File: src/rtl/rxs_pkg.sv
package rxs_pkg;
  localparam int unsigned AW = 8;

  localparam logic [AW-1:0] OFF_CNT_BASE = 8'h34;
  localparam logic [AW-1:0] OFF_REV      = 8'h40;
  localparam logic [AW-1:0] OFF_SCR      = 8'h41;
  localparam logic [AW-1:0] OFF_ID0      = 8'h42;
  localparam logic [AW-1:0] OFF_ID1      = 8'h43;
  localparam logic [AW-1:0] OFF_ID2      = 8'h44;
  localparam logic [AW-1:0] OFF_CFG      = 8'h45;
  localparam logic [AW-1:0] OFF_STS      = 8'h46;

  localparam int unsigned CFG_CLR  = 0;
  localparam int unsigned CFG_PCLR = 1;
  localparam int unsigned CFG_SHAD = 2;

  // Length window test: strictly above the decode floor, strictly below the minimum frame
  function automatic logic in_runt_window(input logic [31:0] len,
                                          input int unsigned floor_len,
                                          input int unsigned min_frame);
    return (len > floor_len) && (len < min_frame);
  endfunction

  // Word offsets of a counter's low and high halves
  function automatic logic [AW-1:0] cnt_lo_off(input int unsigned idx);
    return AW'(int'(OFF_CNT_BASE) + 2 * idx);
  endfunction

  function automatic logic [AW-1:0] cnt_hi_off(input int unsigned idx);
    return AW'(int'(OFF_CNT_BASE) + 2 * idx + 1);
  endfunction
endpackage

File: src/rtl/rxs_frame_classify.sv
module rxs_frame_classify #(
  parameter int unsigned LEN_W     = 16,
  parameter int unsigned FLOOR_LEN = 8,
  parameter int unsigned MIN_FRAME = 64
) (
  input  logic             clk,
  input  logic             rst_n,
  input  logic             ev_sof,
  input  logic             ev_eof,
  input  logic [LEN_W-1:0] ev_len,
  input  logic             ev_dec_err,
  output logic             runt_hit,
  output logic             sof_hit
);
  import rxs_pkg::*;

  logic len_ok;
  assign len_ok   = in_runt_window(32'(ev_len), FLOOR_LEN, MIN_FRAME);
  assign runt_hit = ev_eof && !ev_dec_err && len_ok;
  assign sof_hit  = ev_sof;


  short_frame_not_runt_chk: assert property (@(posedge clk) disable iff (!rst_n)
    (ev_eof && (32'(ev_len) <= FLOOR_LEN)) |-> !runt_hit);


  dec_err_not_runt_chk: assert property (@(posedge clk) disable iff (!rst_n)
    ev_dec_err |-> !runt_hit);
endmodule

File: src/rtl/rxs_counter.sv
module rxs_counter #(
  parameter int unsigned CNT_W = 64
) (
  input  logic             clk,
  input  logic             rst_n,
  input  logic             inc,
  input  logic             clr,
  input  logic             snap_take,
  input  logic             snap_on,
  output logic [CNT_W-1:0] view
);
  logic [CNT_W-1:0] live_q;
  logic [CNT_W-1:0] snap_q;

  always_ff @(posedge clk) begin
    if (!rst_n || clr) begin
      live_q <= '0;
    end else if (inc) begin
      live_q <= live_q + CNT_W'(1);
    end
  end

  always_ff @(posedge clk) begin
    if (!rst_n || clr) begin
      snap_q <= '0;
    end else if (snap_take) begin
      snap_q <= live_q;
    end
  end

  assign view = snap_on ? snap_q : live_q;


  clear_wins_chk: assert property (@(posedge clk) disable iff (!rst_n)
    clr |=> (live_q == '0));


  step_by_one_chk: assert property (@(posedge clk) disable iff (!rst_n)
    (inc && !clr) |=> (live_q == $past(live_q) + CNT_W'(1)));


  snap_held_chk: assert property (@(posedge clk) disable iff (!rst_n)
    (snap_on && !snap_take && !clr) |=> $stable(snap_q));
endmodule

File: src/rtl/rxs_ctrl.sv
module rxs_ctrl #(
  parameter logic [31:0] SCRATCH_INIT = 32'h0000_0009
) (
  input  logic        clk,
  input  logic        rst_n,
  input  logic [7:0]  reg_addr,
  input  logic        reg_wr,
  input  logic [31:0] reg_wdata,
  input  logic        par_err,
  output logic        snap_on,
  output logic        snap_take,
  output logic        clr_fire,
  output logic        pclr_fire,
  output logic [31:0] scratch,
  output logic        par_sticky,
  output logic [31:0] cfg_word
);
  import rxs_pkg::*;

  logic cfg_wr, scr_wr;
  assign cfg_wr = reg_wr && (reg_addr == OFF_CFG);
  assign scr_wr = reg_wr && (reg_addr == OFF_SCR);

  // Capture happens only on the write that turns the shadow on
  assign snap_take = cfg_wr && reg_wdata[CFG_SHAD] && !snap_on;

  always_ff @(posedge clk) begin
    if (!rst_n) begin
      snap_on   <= 1'b0;
      clr_fire  <= 1'b0;
      pclr_fire <= 1'b0;
    end else begin
      clr_fire  <= cfg_wr && reg_wdata[CFG_CLR];
      pclr_fire <= cfg_wr && reg_wdata[CFG_PCLR];
      if (cfg_wr) snap_on <= reg_wdata[CFG_SHAD];
    end
  end

  always_ff @(posedge clk) begin
    if (!rst_n) begin
      scratch <= SCRATCH_INIT;
    end else if (scr_wr) begin
      scratch <= reg_wdata;
    end
  end

  // A new error in the clearing cycle is kept
  always_ff @(posedge clk) begin
    if (!rst_n) begin
      par_sticky <= 1'b0;
    end else if (par_err) begin
      par_sticky <= 1'b1;
    end else if (pclr_fire) begin
      par_sticky <= 1'b0;
    end
  end

  assign cfg_word = {29'd0, snap_on, pclr_fire, clr_fire};


  par_sticky_set_chk: assert property (@(posedge clk) disable iff (!rst_n)
    par_err |=> par_sticky);


  clr_self_clear_chk: assert property (@(posedge clk) disable iff (!rst_n)
    (clr_fire && !cfg_wr) |=> !clr_fire);


  pclr_self_clear_chk: assert property (@(posedge clk) disable iff (!rst_n)
    (pclr_fire && !cfg_wr) |=> !pclr_fire);
endmodule

File: src/rtl/rx_stat_bank.sv
module rx_stat_bank #(
  parameter int unsigned LEN_W        = 16,
  parameter int unsigned CNT_W        = 64,
  parameter int unsigned FLOOR_LEN    = 8,
  parameter int unsigned MIN_FRAME    = 64,
  parameter logic [31:0] REV_ID       = 32'h0001_0200,
  parameter logic [31:0] SCRATCH_INIT = 32'h0000_0009
) (
  input  logic             clk,
  input  logic             rst_n,
  input  logic             ev_sof,
  input  logic             ev_eof,
  input  logic [LEN_W-1:0] ev_len,
  input  logic             ev_dec_err,
  input  logic             par_err,
  input  logic [7:0]       reg_addr,
  input  logic             reg_wr,
  input  logic [31:0]      reg_wdata,
  input  logic             reg_rd,
  output logic [31:0]      reg_rdata,
  output logic             reg_rvalid
);
  import rxs_pkg::*;

  localparam int unsigned NUM_CNT = 2;    // 0: runt, 1: frame start
  localparam logic [95:0] ID_TEXT = "RxStatCount1";

  logic runt_hit, sof_hit;
  logic snap_on, snap_take, clr_fire, pclr_fire, par_sticky;
  logic [31:0] scratch, cfg_word;
  logic [NUM_CNT-1:0] inc_vec;
  logic [NUM_CNT-1:0][CNT_W-1:0] view;

  rxs_frame_classify #(
    .LEN_W(LEN_W), .FLOOR_LEN(FLOOR_LEN), .MIN_FRAME(MIN_FRAME)
  ) u_classify (
    .clk(clk), .rst_n(rst_n), .ev_sof(ev_sof), .ev_eof(ev_eof),
    .ev_len(ev_len), .ev_dec_err(ev_dec_err),
    .runt_hit(runt_hit), .sof_hit(sof_hit)
  );

  rxs_ctrl #(.SCRATCH_INIT(SCRATCH_INIT)) u_ctrl (
    .clk(clk), .rst_n(rst_n), .reg_addr(reg_addr), .reg_wr(reg_wr),
    .reg_wdata(reg_wdata), .par_err(par_err),
    .snap_on(snap_on), .snap_take(snap_take), .clr_fire(clr_fire),
    .pclr_fire(pclr_fire), .scratch(scratch), .par_sticky(par_sticky),
    .cfg_word(cfg_word)
  );

  assign inc_vec = {sof_hit, runt_hit};

  for (genvar g = 0; g < NUM_CNT; g++) begin : g_cnt
    rxs_counter #(.CNT_W(CNT_W)) u_cnt (
      .clk(clk), .rst_n(rst_n), .inc(inc_vec[g]), .clr(clr_fire),
      .snap_take(snap_take), .snap_on(snap_on), .view(view[g])
    );
  end

  logic [31:0] rd_nxt;
  always_comb begin
    rd_nxt = '0;
    unique case (reg_addr)
      OFF_REV: rd_nxt = REV_ID;
      OFF_SCR: rd_nxt = scratch;
      OFF_ID0: rd_nxt = ID_TEXT[95:64];
      OFF_ID1: rd_nxt = ID_TEXT[63:32];
      OFF_ID2: rd_nxt = ID_TEXT[31:0];
      OFF_CFG: rd_nxt = cfg_word;
      OFF_STS: rd_nxt = {31'd0, par_sticky};
      default: rd_nxt = '0;
    endcase
    for (int k = 0; k < NUM_CNT; k++) begin
      if (reg_addr == cnt_lo_off(k)) rd_nxt = view[k][31:0];
      if (reg_addr == cnt_hi_off(k)) rd_nxt = 32'(view[k] >> 32);
    end
  end

  always_ff @(posedge clk) begin
    if (!rst_n) begin
      reg_rdata  <= '0;
      reg_rvalid <= 1'b0;
    end else begin
      reg_rvalid <= reg_rd;
      if (reg_rd) reg_rdata <= rd_nxt;
    end
  end


  rvalid_follows_rd_chk: assert property (@(posedge clk) disable iff (!rst_n)
    reg_rd |=> reg_rvalid);


  cfg_reserved_zero_chk: assert property (@(posedge clk) disable iff (!rst_n)
    (reg_rd && reg_addr == OFF_CFG) |=> (reg_rdata[31:3] == '0));
endmodule

File: config.mk
export PLATFORM = sky130hd
export DESIGN_NAME = rx_stat_bank
export DESIGN_NICKNAME = d
export VERILOG_FILES = /design/src/rtl/rxs_pkg.sv /design/src/rtl/rxs_frame_classify.sv /design/src/rtl/rxs_counter.sv /design/src/rtl/rxs_ctrl.sv /design/src/rtl/rx_stat_bank.sv
export SDC_FILE = /design/constraint.sdc
export NUM_CORES = 1
export LEC_CHECK = 0
export BUFFER_PORTS_ARGS = -buffer_cell sky130_fd_sc_hd__buf_4
export CORE_AREA = 8 8 234 213
export DETAILED_ROUTE_END_ITERATION = 8
export DIE_AREA = 0 0 242 221
export PLACE_DENSITY_LB_ADDON = 0.3
export SETUP_SLACK_MARGIN = 0.1
export SLEW_MARGIN = 30
export SYNTH_ARGS = -nofsm -noshare
export SYNTH_HDL_FRONTEND = slang
export SYNTH_SLANG_ARGS = --single-unit
export TNS_END_PERCENT = 20
File: constraint.sdc
create_clock -name clk -period 5.85 [get_ports clk]
set_input_delay 0.8775 -clock clk [delete_from_list [all_inputs] [get_ports clk]]
set_output_delay 0.8775 -clock clk [all_outputs]
set_load 0.005 [all_outputs]
==> flow_metrics.tcl, run 1 <==
set metrics [dict create \
    crit_chain "buf_4 > or4_1 > a2111oi_4 > nand3_1 > or4_1 > a21oi_1" \
    netlist_area_um2 15860 \
    grt_max_degree 121 \
    cts_tree "done" \
    run_status "finished, final reports clean" \
    grtUsageTotal_pct 18.66 \
    cap_violations 0 \
    postCtsResizedCells 0 \
    post-route-util_pct 39.82 \
    gp_congestion 0.8887 \
    arrival_ps 3910 \
    drt-initial-drc-count 1523 \
    antenna_found_initial 1 \
    cts-root-buf "clkbuf_16" \
    vias 15110 \
    cp_common_cell "or4_1" \
    wl_met1_um 23780 \
    synthCells 1992 \
    hold_violations 0 \
    drc 0 \
    tightest_slew_ps 926.8 \
    slowest_stage "nand3_1" \
    port_buffers 96 \
    p_total_mw 4.816 \
    min-delay-path-class "reg -> reg" \
    ctsHoldBuffers 0 \
    crit_fanout 29 \
    drtAntennaViolNets 0 \
    r2r_start "g_cnt[0].u_cnt.live_q[5]" \
    yosysWarnings 0 \
    critPathRequiredTime_ps 6290 \
    crit_path_start_kind "primary input" \
    report.final.slew_viol_count 0 \
    rsz0062_at_grt "false" \
    synth_ff_type "dfxtp_1" \
    fin_crit_ps 3465 \
    wl_per_cell_um 20.19 \
    ys_types 65 \
    startpoint "ev_len[8]" \
    final.setup_skew_ps 21.08 \
    cts_sinks 325 \
    p_leak_nw 5.629 \
    dr.max_layer_used "met4" \
    end_kind "flip-flop" \
    die_area_um2 53480 \
    postPlaceCellArea_um2 17030 \
    viasPerCell 5.734 \
    critPathMaxStageDelay_ps 790 \
    dp_hpwl_um 36970 \
    setup_tns_ps 0 \
    final_common_cell "nand2_1" \
    clk_pin_slew_ps 60 \
    syn-num-nets 2058 \
    cts_setup_buffers 0 \
    setup_viol 0 \
    met2_length_um 23740 \
    start_util_pct 34.48 \
    clock_path_buffers 3 \
    die_h_um 221 \
    period_share_pct 59.23 \
    layout_common_cells "nand2_1, dfxtp_1, a21oi_1, buf_4, o21ai_0" \
    gr-total-overflow 0 \
    drt-total-wl_um 53200 \
    p_per_area_nw_per_um2 263.0 \
    synth_seq_cells 325 \
    grt_pass1_vias 13830 \
    ctsHtreeMaxLevel 2 \
    fin_area_um2 18310 \
    syn_avg_cell_area_um2 7.959 \
    drive_gt1_share_pct 12.73 \
    dr.pass1.iters 5 \
    rows 75 \
    die_w_um 242 \
    synth_edf_count 0 \
    clk-insertion-delay-late_ps 540 \
    async_flop_share_pct 0 \
    dr_wl_met3_um 3826 \
    pin_count 97 \
    max_freq_ghz 0.2886 \
    area_growth_syn_to_layout_pct 15.48 \
    crit_type "in -> reg" \
    hold_start "g_cnt[1].u_cnt.snap_q[0]" \
    synth-seq-area-share_pct 41.04 \
    grt_pass1_wl_um 80820 \
    numCtsBuffers 36 \
    nNetsFinal 2058 \
    core_area_um2 45980 \
    diodes 0 \
    ir_drop_mv 0.2234 \
    slew_headroom_pct 37.56 \
]
## report_power, final
group          switching, mW  total, mW  internal, mW
Combinational          0.118      0.187        0.0689
Sequential           0.00966       2.23          2.22
Clock                  0.950       2.40          1.45
Total                   1.08       4.82          3.74
## registers in the layout, summed over array words and instances, names as in the netlist
name and count:
u_ctrl.par_sticky 1, reg_rvalid 1, u_ctrl.clr_fire 1, u_ctrl.pclr_fire 1
u_ctrl.scratch 32, reg_rdata 32, g_cnt.u_cnt.live_q 128, g_cnt.u_cnt.snap_q 128
u_ctrl.snap_on 1
## metrics by stage
step / hold WS (ps) / instances / worst slack (ps)
after global placement: 438.2 / 2566 / 1924
after CTS: 452.2 / 2634 / 2394
after floorplan: 431.2 / 1992 / 2843
final: 450.3 / 2635 / 2385
after detailed placement: 443.7 / 2569 / 1841
after global routing: 467.5 / 2635 / 2222
## layout make-up
cell class,instances,area [um2]
fill,4688,27670
multi-input combinational,1487,8720
sequential,325,6510
clock buffer,54,1111
timing repair buffer,114,949.7
tap,616,770.7
clock inverter,11,143.9
inverter,28,105.1
## critical path, delay by kind of cell
kind	cells	cell delay, ps
and+or+nand+nor	3	2140
AOI/OAI and AO/OA	2	770
buffers and inverters	1	110
## layer usage
metal | track usage, % | vias to the layer above
met2 | 28.99 | 487
met4 | 6.864 | 0
met3 | 3.203 | 91
li1 | - | 7207
met1 | 25.74 | 7323
met5 | 0 | -
## path summary, 6_finish.rpt
kind / end / slack, ps / cells after the start
max: g_cnt[0].u_cnt.live_q[31] / 2390 / 6
min: g_cnt[1].u_cnt.snap_q[0] / 450 / 2
max reg2reg: g_cnt[0].u_cnt.live_q[35] / 2940 / 5
min reg2reg: g_cnt[1].u_cnt.snap_q[0] / 450 / 2
## cells by family after synthesis
group                    share of synthesized area, %
adder cells (fa/ha/maj)                        0.1578
XOR/XNOR                                        1.602
AND/OR/NAND/NOR                                 24.57
AO/OA/AOI/OAI                                   19.70
multiplexers                                    8.633
buffers and inverters                           4.301
flip-flops                                      41.04
## synthesized netlist by cell type (15+ instances only)
| master | count | share of area [%] |
|---|---|---|
| clkbuf_1 | 132 | 3.1 |
| o21ai_0 | 79 | 2.5 |
| or2_2 | 19 | 0.75 |
| nand4_1 | 52 | 2.1 |
| and3_1 | 18 | 0.71 |
| nor2_1 | 59 | 1.4 |
| a21oi_1 | 288 | 9.1 |
| or3_1 | 34 | 1.3 |
| xnor2_1 | 15 | 0.83 |
| o31ai_1 | 54 | 2.6 |
| inv_1 | 28 | 0.66 |
| mux2i_1 | 76 | 4.8 |
| nand2_1 | 422 | 10 |
| or4_1 | 57 | 2.7 |
| nand3_1 | 60 | 1.9 |
| dfxtp_1 | 325 | 41 |
| mux2_2 | 42 | 3.0 |
| buf_1 | 17 | 0.40 |
| o22ai_1 | 24 | 0.95 |
| nor3_1 | 17 | 0.54 |
Power figures use the tool's default switching activity.
==> inputs of run 2 (changes only) <==
Settings changed: ABC_AREA set to 1, CORE_AREA 8 8 234 213 to 8 8 243 222, DIE_AREA 0 0 242 221 to 0 0 251 230.
Clock period 5.85 ns to 3.2 ns, I/O delays scaled along.
==> run 2 against run 1 <==
Via count is 20% higher; worst setup slack worse by 1500 ps; area after synthesis is 8.2% higher; first-iteration DRC count is 38% higher; critical path type is now reg -> reg.
==> flow_metrics.tcl, run 2 <==
set metrics [dict create \
    crit_fanout 5 \
    antenna_found_initial 0 \
    ctsHtreeMaxLevel 2 \
    numCtsBuffers 39 \
    crit_buf_inv 1 \
    syn-num-nets 2719 \
    vias 18150 \
    yosys.area.top_type_share_pct 37.93 \
    period_share_pct 73.29 \
    power_frac_seq_pct 46.1 \
    port_buffers 96 \
    gr-total-overflow 0 \
    grt_pass1_vias 16190 \
    synth_common_cells "nand2_1, dfxtp_1, a21oi_1" \
    p_leak_nw 7.110 \
    clk_pin_slew_ps 60 \
    final_common_cell "nand2_1" \
    setup_tns_ps 0 \
    met1_usage_pct 34.49 \
    r2r_start "g_cnt[0].u_cnt.live_q[1]" \
    pin_count 97 \
    core_area_um2 49770 \
    min-delay-path-class "in -> reg" \
    synth_seq_cells 325 \
    run_status "finished, final reports clean" \
    ctsHoldBuffers 0 \
    slowest_stage "nor3_2" \
    crit_chain "ha_1 > inv_1 > nor2_2 > nand2_1 > nor3_2 > nand3_1 > nand2_1 > nand2_1 > nand2_1 > a21oi_1" \
    stdcell_count 3365 \
    rows 78 \
    wl_per_cell_um 20.46 \
    drtAntennaViolNets 0 \
    p_switching_mw 2.040 \
    drc 0 \
    cp_common_cell "nand2_1" \
    die_w_um 251 \
    layout_common_cells "nand2_1, dfxtp_1, a21oi_1, nor2_1, o21ai_0" \
    diodes 0 \
    final.setup_skew_ps 19.19 \
    postCtsResizedCells 0 \
    startpoint "g_cnt[0].u_cnt.live_q[1]" \
    synth_ff_type "dfxtp_1" \
    crit_cells 10 \
    area_growth_syn_to_layout_pct 14.95 \
    clk-insertion-delay-late_ps 560 \
    placed_cells_incl_taps 3293 \
    max_freq_ghz 0.4264 \
    top_regs "g_cnt.u_cnt.live_q (128), g_cnt.u_cnt.snap_q (128)" \
    dr.pass1.iters 6 \
    pwr-share-clk_pct 50.9 \
    ff2ff_path_depth 10 \
    cts_tree "done" \
    drive_gt1_share_pct 8.954 \
    yosys-top-cells-area "dfxtp_1, nand2_1, a21oi_1" \
    p_per_area_nw_per_um2 446.6 \
    setup_viol 0 \
    drt-total-wl_um 68860 \
    met2_usage_pct 32.70 \
    met3_usage_pct 4.375 \
    arrival_ps 2770 \
    die_h_um 230 \
    clock_path_buffers 3 \
    gp_congestion 0.9676 \
    drt-initial-drc-count 2101 \
    ir_drop_mv 0.2599 \
    async_flop_share_pct 0 \
    synth.most_common_cell "nand2_1" \
    die_area_um2 57730 \
    cts-root-buf "clkbuf_16" \
    report.final.slew_viol_count 0 \
    ys_types 37 \
    nNetsFinal 2760 \
    end_kind "flip-flop" \
    syn_avg_cell_area_um2 6.466 \
    grt_max_degree 125 \
    rrSetupSlack_ps 850 \
    hold_violations 0 \
    endpoint "g_cnt[0].u_cnt.live_q[56]" \
    grtUsageTotal_pct 22.89 \
    tightest_slew_ps 925.7 \
    synth.largest_area_cell "dfxtp_1" \
    fin_crit_ps 2345 \
    synth_edf_count 0 \
    rsz0062_at_grt "false" \
    gr-max-usage-layer "met1" \
    start_util_pct 34.47 \
    dp_hpwl_um 51940 \
    swShare_pct 23.16 \
    regToRegEndpoint "g_cnt[0].u_cnt.live_q[56]" \
    grt_pass1_wl_um 102200 \
    netlist_area_um2 17160 \
    crit_path_start_kind "flip-flop" \
    cts_sinks 325 \
    critPathMaxStageDelay_ps 550 \
    viasPerCell 5.393 \
    synth-seq-area-share_pct 37.93 \
    critical-path-top-delay-family "simple AND/OR/NAND/NOR gates" \
    synthCells 2653 \
    cap_violations 0 \
    crit_type "reg -> reg" \
    p_int_mw 6.767 \
    p_comb_share_pct 3.0 \
    critPathRequiredTime_ps 3620 \
    yosysWarnings 0 \
    slew_headroom_pct 37.64 \
    cts_setup_buffers 0 \
]
[run 2: worst register-to-register path: stages (launching register included)]
cell and delay (ps):
dfxtp_1 470, ha_1 280, inv_1 140, nor2_2 200, nand2_1 200, nor3_2 550, nand3_1 130, nand2_1 90
nand2_1 40, nand2_1 50, a21oi_1 60
[run 2: cells by family (layout without fill, tap and decap cells)]
family                   count (synthesis)  after routing  share of synthesized area (%)
AO/OA/AOI/OAI                          611            611                          19.23
XOR/XNOR                                39             39                          1.991
AND/OR/NAND/NOR                       1334           1334                          32.67
buffers and inverters                  342            414                          8.037
adder cells (fa/ha/maj)                  2              2                         0.1458
flip-flops                             325            325                          37.93
[run 2: cell type report]
class | count | area (um2)
Clock inverter | 11 | 97.59
Tap cell | 640 | 800.8
Sequential cell | 325 | 6510
Timing Repair Buffer | 131 | 1046
Multi-Input combinational cell | 1986 | 9291
Fill cell | 5282 | 30050
Inverter | 211 | 794.5
Clock buffer | 61 | 1180
[run 2: per-stage QoR]
| stage | total power [mW] | setup slack [ps] | utilization (%) | instance area [um2] | hold slack, ps |
|---|---|---|---|---|---|
| floorplan | 4.275 | 1494 | - | 17160 | 423.9 |
| global placement | 4.407 | 649.6 | 37.05 | 18440 | 432.9 |
| detailed placement | 4.409 | 743.7 | 37.05 | 18440 | 439.9 |
| CTS | 8.876 | 878.1 | 39.62 | 19720 | 105.1 |
| global route | 9.076 | 705.8 | 39.62 | 19720 | 125.6 |
| finish | 8.807 | 854.6 | 39.62 | 19720 | 133.4 |
[run 2: how the worst min path moves through the flow]
| stage | startpoint | to | cells past startpoint |
|---|---|---|---|
| CTS | reg_wdata[3] | u_ctrl.scratch[3] | 3 |
| finish | reg_wdata[3] | u_ctrl.scratch[3] | 3 |
| global route | par_err | u_ctrl.par_sticky | 3 |
| global placement | u_ctrl.scratch[26] | u_ctrl.scratch[26] | 2 |
| detailed placement | u_ctrl.scratch[6] | u_ctrl.scratch[6] | 2 |
| floorplan | u_ctrl.scratch[2] | u_ctrl.scratch[2] | 2 |
[run 2: layer usage]
metal	share of wire [%]	vias up	routed length, um
met5	0	-	0
met4	2.3	0	1613
met2	40	751	27890
li1	-	8831	-
met3	9.2	86	6301
met1	48	8479	33060
[run 2: power by group through the flow]
stage,registers [mW],clock network [mW],logic (mW)
after floorplan,4.15,0,0.128
after global placement,4.15,0,0.260
after detailed placement,4.15,0,0.261
after CTS,4.06,4.56,0.262
after global routing,4.06,4.73,0.286
final,4.06,4.48,0.265
==> inputs of run 3 (changes only) <==
Clock period 3.2 ns to 2.2 ns, I/O delays scaled along.
==> run 3 against run 2 <==
Register-to-register slack got worse by 740 ps; combinational power is 59% higher; clock power is 48% higher; die area did not move; non-clock buffer count increased by 101; power up 47%.
==> flow_metrics.tcl, run 3 (same netlist as run 2, synthesis figures left out) <==
set metrics [dict create \
    setup_tns_ps 0 \
    holdWs_ps 46.28 \
    start_util_pct 34.47 \
    min-delay-path-class "in -> reg" \
    clock_path_buffers 3 \
    top_regs "g_cnt.u_cnt.live_q (128), g_cnt.u_cnt.snap_q (128)" \
    cap_violations 0 \
    met3_usage_pct 4.601 \
    gr-max-usage-layer "met1" \
    post-route-util_pct 41.58 \
    hold_violations 0 \
    drtAntennaViolNets 0 \
    clk_pin_slew_ps 60 \
    placed_cells_incl_taps 3389 \
    vias 18590 \
    drive_gt1_share_pct 12.74 \
    n_fill_cell 5203 \
    pin_count 97 \
    grt_pass1_wl_um 103600 \
    run_status "finished, final reports clean" \
    grt_pass1_vias 16820 \
    period_share_pct 94.73 \
    end_kind "flip-flop" \
    clk-insertion-delay-late_ps 570 \
    cts_tree "done" \
    max_freq_ghz 0.4798 \
    rows 78 \
    met2_usage_pct 33.46 \
    setup_viol 0 \
    crit_fanout 26 \
    critPathRequiredTime_ps 2620 \
    dr.pass1.iters 5 \
    viasPerCell 5.376 \
    ir_drop_mv 0.4491 \
    port_buffers 96 \
    layout_setup_ws_ps 115.9 \
    drt-total-wl_um 68360 \
    grt_max_degree 65 \
    layout_common_cells "nand2_1, dfxtp_1, a21oi_1, nor2_1, o21ai_0" \
    die_h_um 230 \
    fin_area_um2 20700 \
    wl_per_cell_um 19.77 \
    stdcell_count 3458 \
    nNetsFinal 2861 \
    cts-root-buf "clkbuf_16" \
    postPlaceCellArea_um2 19260 \
    gr-total-overflow 0 \
    antenna_found_initial 1 \
    cts_sinks 325 \
    die_w_um 251 \
    arrival_ps 2510 \
    final_common_cell "nand2_1" \
    die_area_um2 57730 \
    dp_worst_setup_slack_ps 23.39 \
    p_leak_nw 7.694 \
    tightest_slew_ps 747.1 \
    p_total_mw 12.94 \
    drt-initial-drc-count 2004 \
    crit_type "reg -> reg" \
    rsz0062_at_grt "true" \
    met1_usage_pct 33.61 \
    dp_hpwl_um 51930 \
    slew_headroom_pct 49.67 \
    ctsHtreeMaxLevel 2 \
    grtUsageTotal_pct 22.91 \
    numCtsBuffers 39 \
    crit_path_start_kind "flip-flop" \
    report.final.slew_viol_count 0 \
    fin_crit_ps 2084 \
    diodes 0 \
    core_area_um2 49770 \
    final.setup_skew_ps 30.16 \
    gp_congestion 0.9974 \
    p_per_area_nw_per_um2 625.2 \
    drc 0 \
    area_growth_syn_to_layout_pct 20.65 \
]
[run 3: changes by cell type in the layout (fill, tap and decap cells not counted), sizes merged]
cell,delta
clkinv,-4
dlygate4sd3,+3
buf,+98
bufinv,+3
clkbuf,-6
clkinvlp,-1
[run 3: report_power, final]
group	switching, mW	internal, mW
Clock	2.67	3.95
Combinational	0.266	0.155
Sequential	0.00839	5.90
[run 3: path summary, 6_finish.rpt]
check / slack (ps) / cells after the start / end / start
setup / recovery: 120 / 6 / reg_rdata[30] / u_ctrl.snap_on
hold / removal: 50 / 3 / u_ctrl.scratch[11] / reg_wdata[11]
setup reg to reg: 120 / 6 / reg_rdata[30] / u_ctrl.snap_on
hold reg to reg: 460 / 2 / g_cnt[1].u_cnt.snap_q[61] / g_cnt[1].u_cnt.snap_q[61]
[run 3: worst max-delay path, cell delays in order, from the launching register on]
cell and delay (ps):
dfxtp_4 410, inv_2 460, buf_4 250, o21ai_0 130
o21ai_0 420, o21bai_1 180, a21oi_1 70
[run 3: final cells by class]
type	instances	area, um2	area share, %
Clock buffer	55	1106	5.344
Clock inverter	9	148.9	0.7194
Inverter	211	794.5	3.839
Multi-Input combinational cell	1986	9420	45.51
Sequential cell	325	6515	31.48
Tap cell	640	800.8	3.869
Timing Repair Buffer	232	1912	9.237
[run 3: repair_timing]
item,4_1_cts,5_1_grt
buffers inserted,0,2
endpoints found under the hold margin,3,0
endpoints found under the setup margin,3,42
gates resized for setup,2,33
pin swaps,0,3
hold buffers,3,0
[run 3: metal layers]
| metal | wire (um) | vias up |
|---|---|---|
| met4 | 1691 | 0 |
| met5 | 0 | - |
| li1 | - | 9041 |
| met2 | 28340 | 773 |
| met3 | 6085 | 90 |
| met1 | 32240 | 8687 |
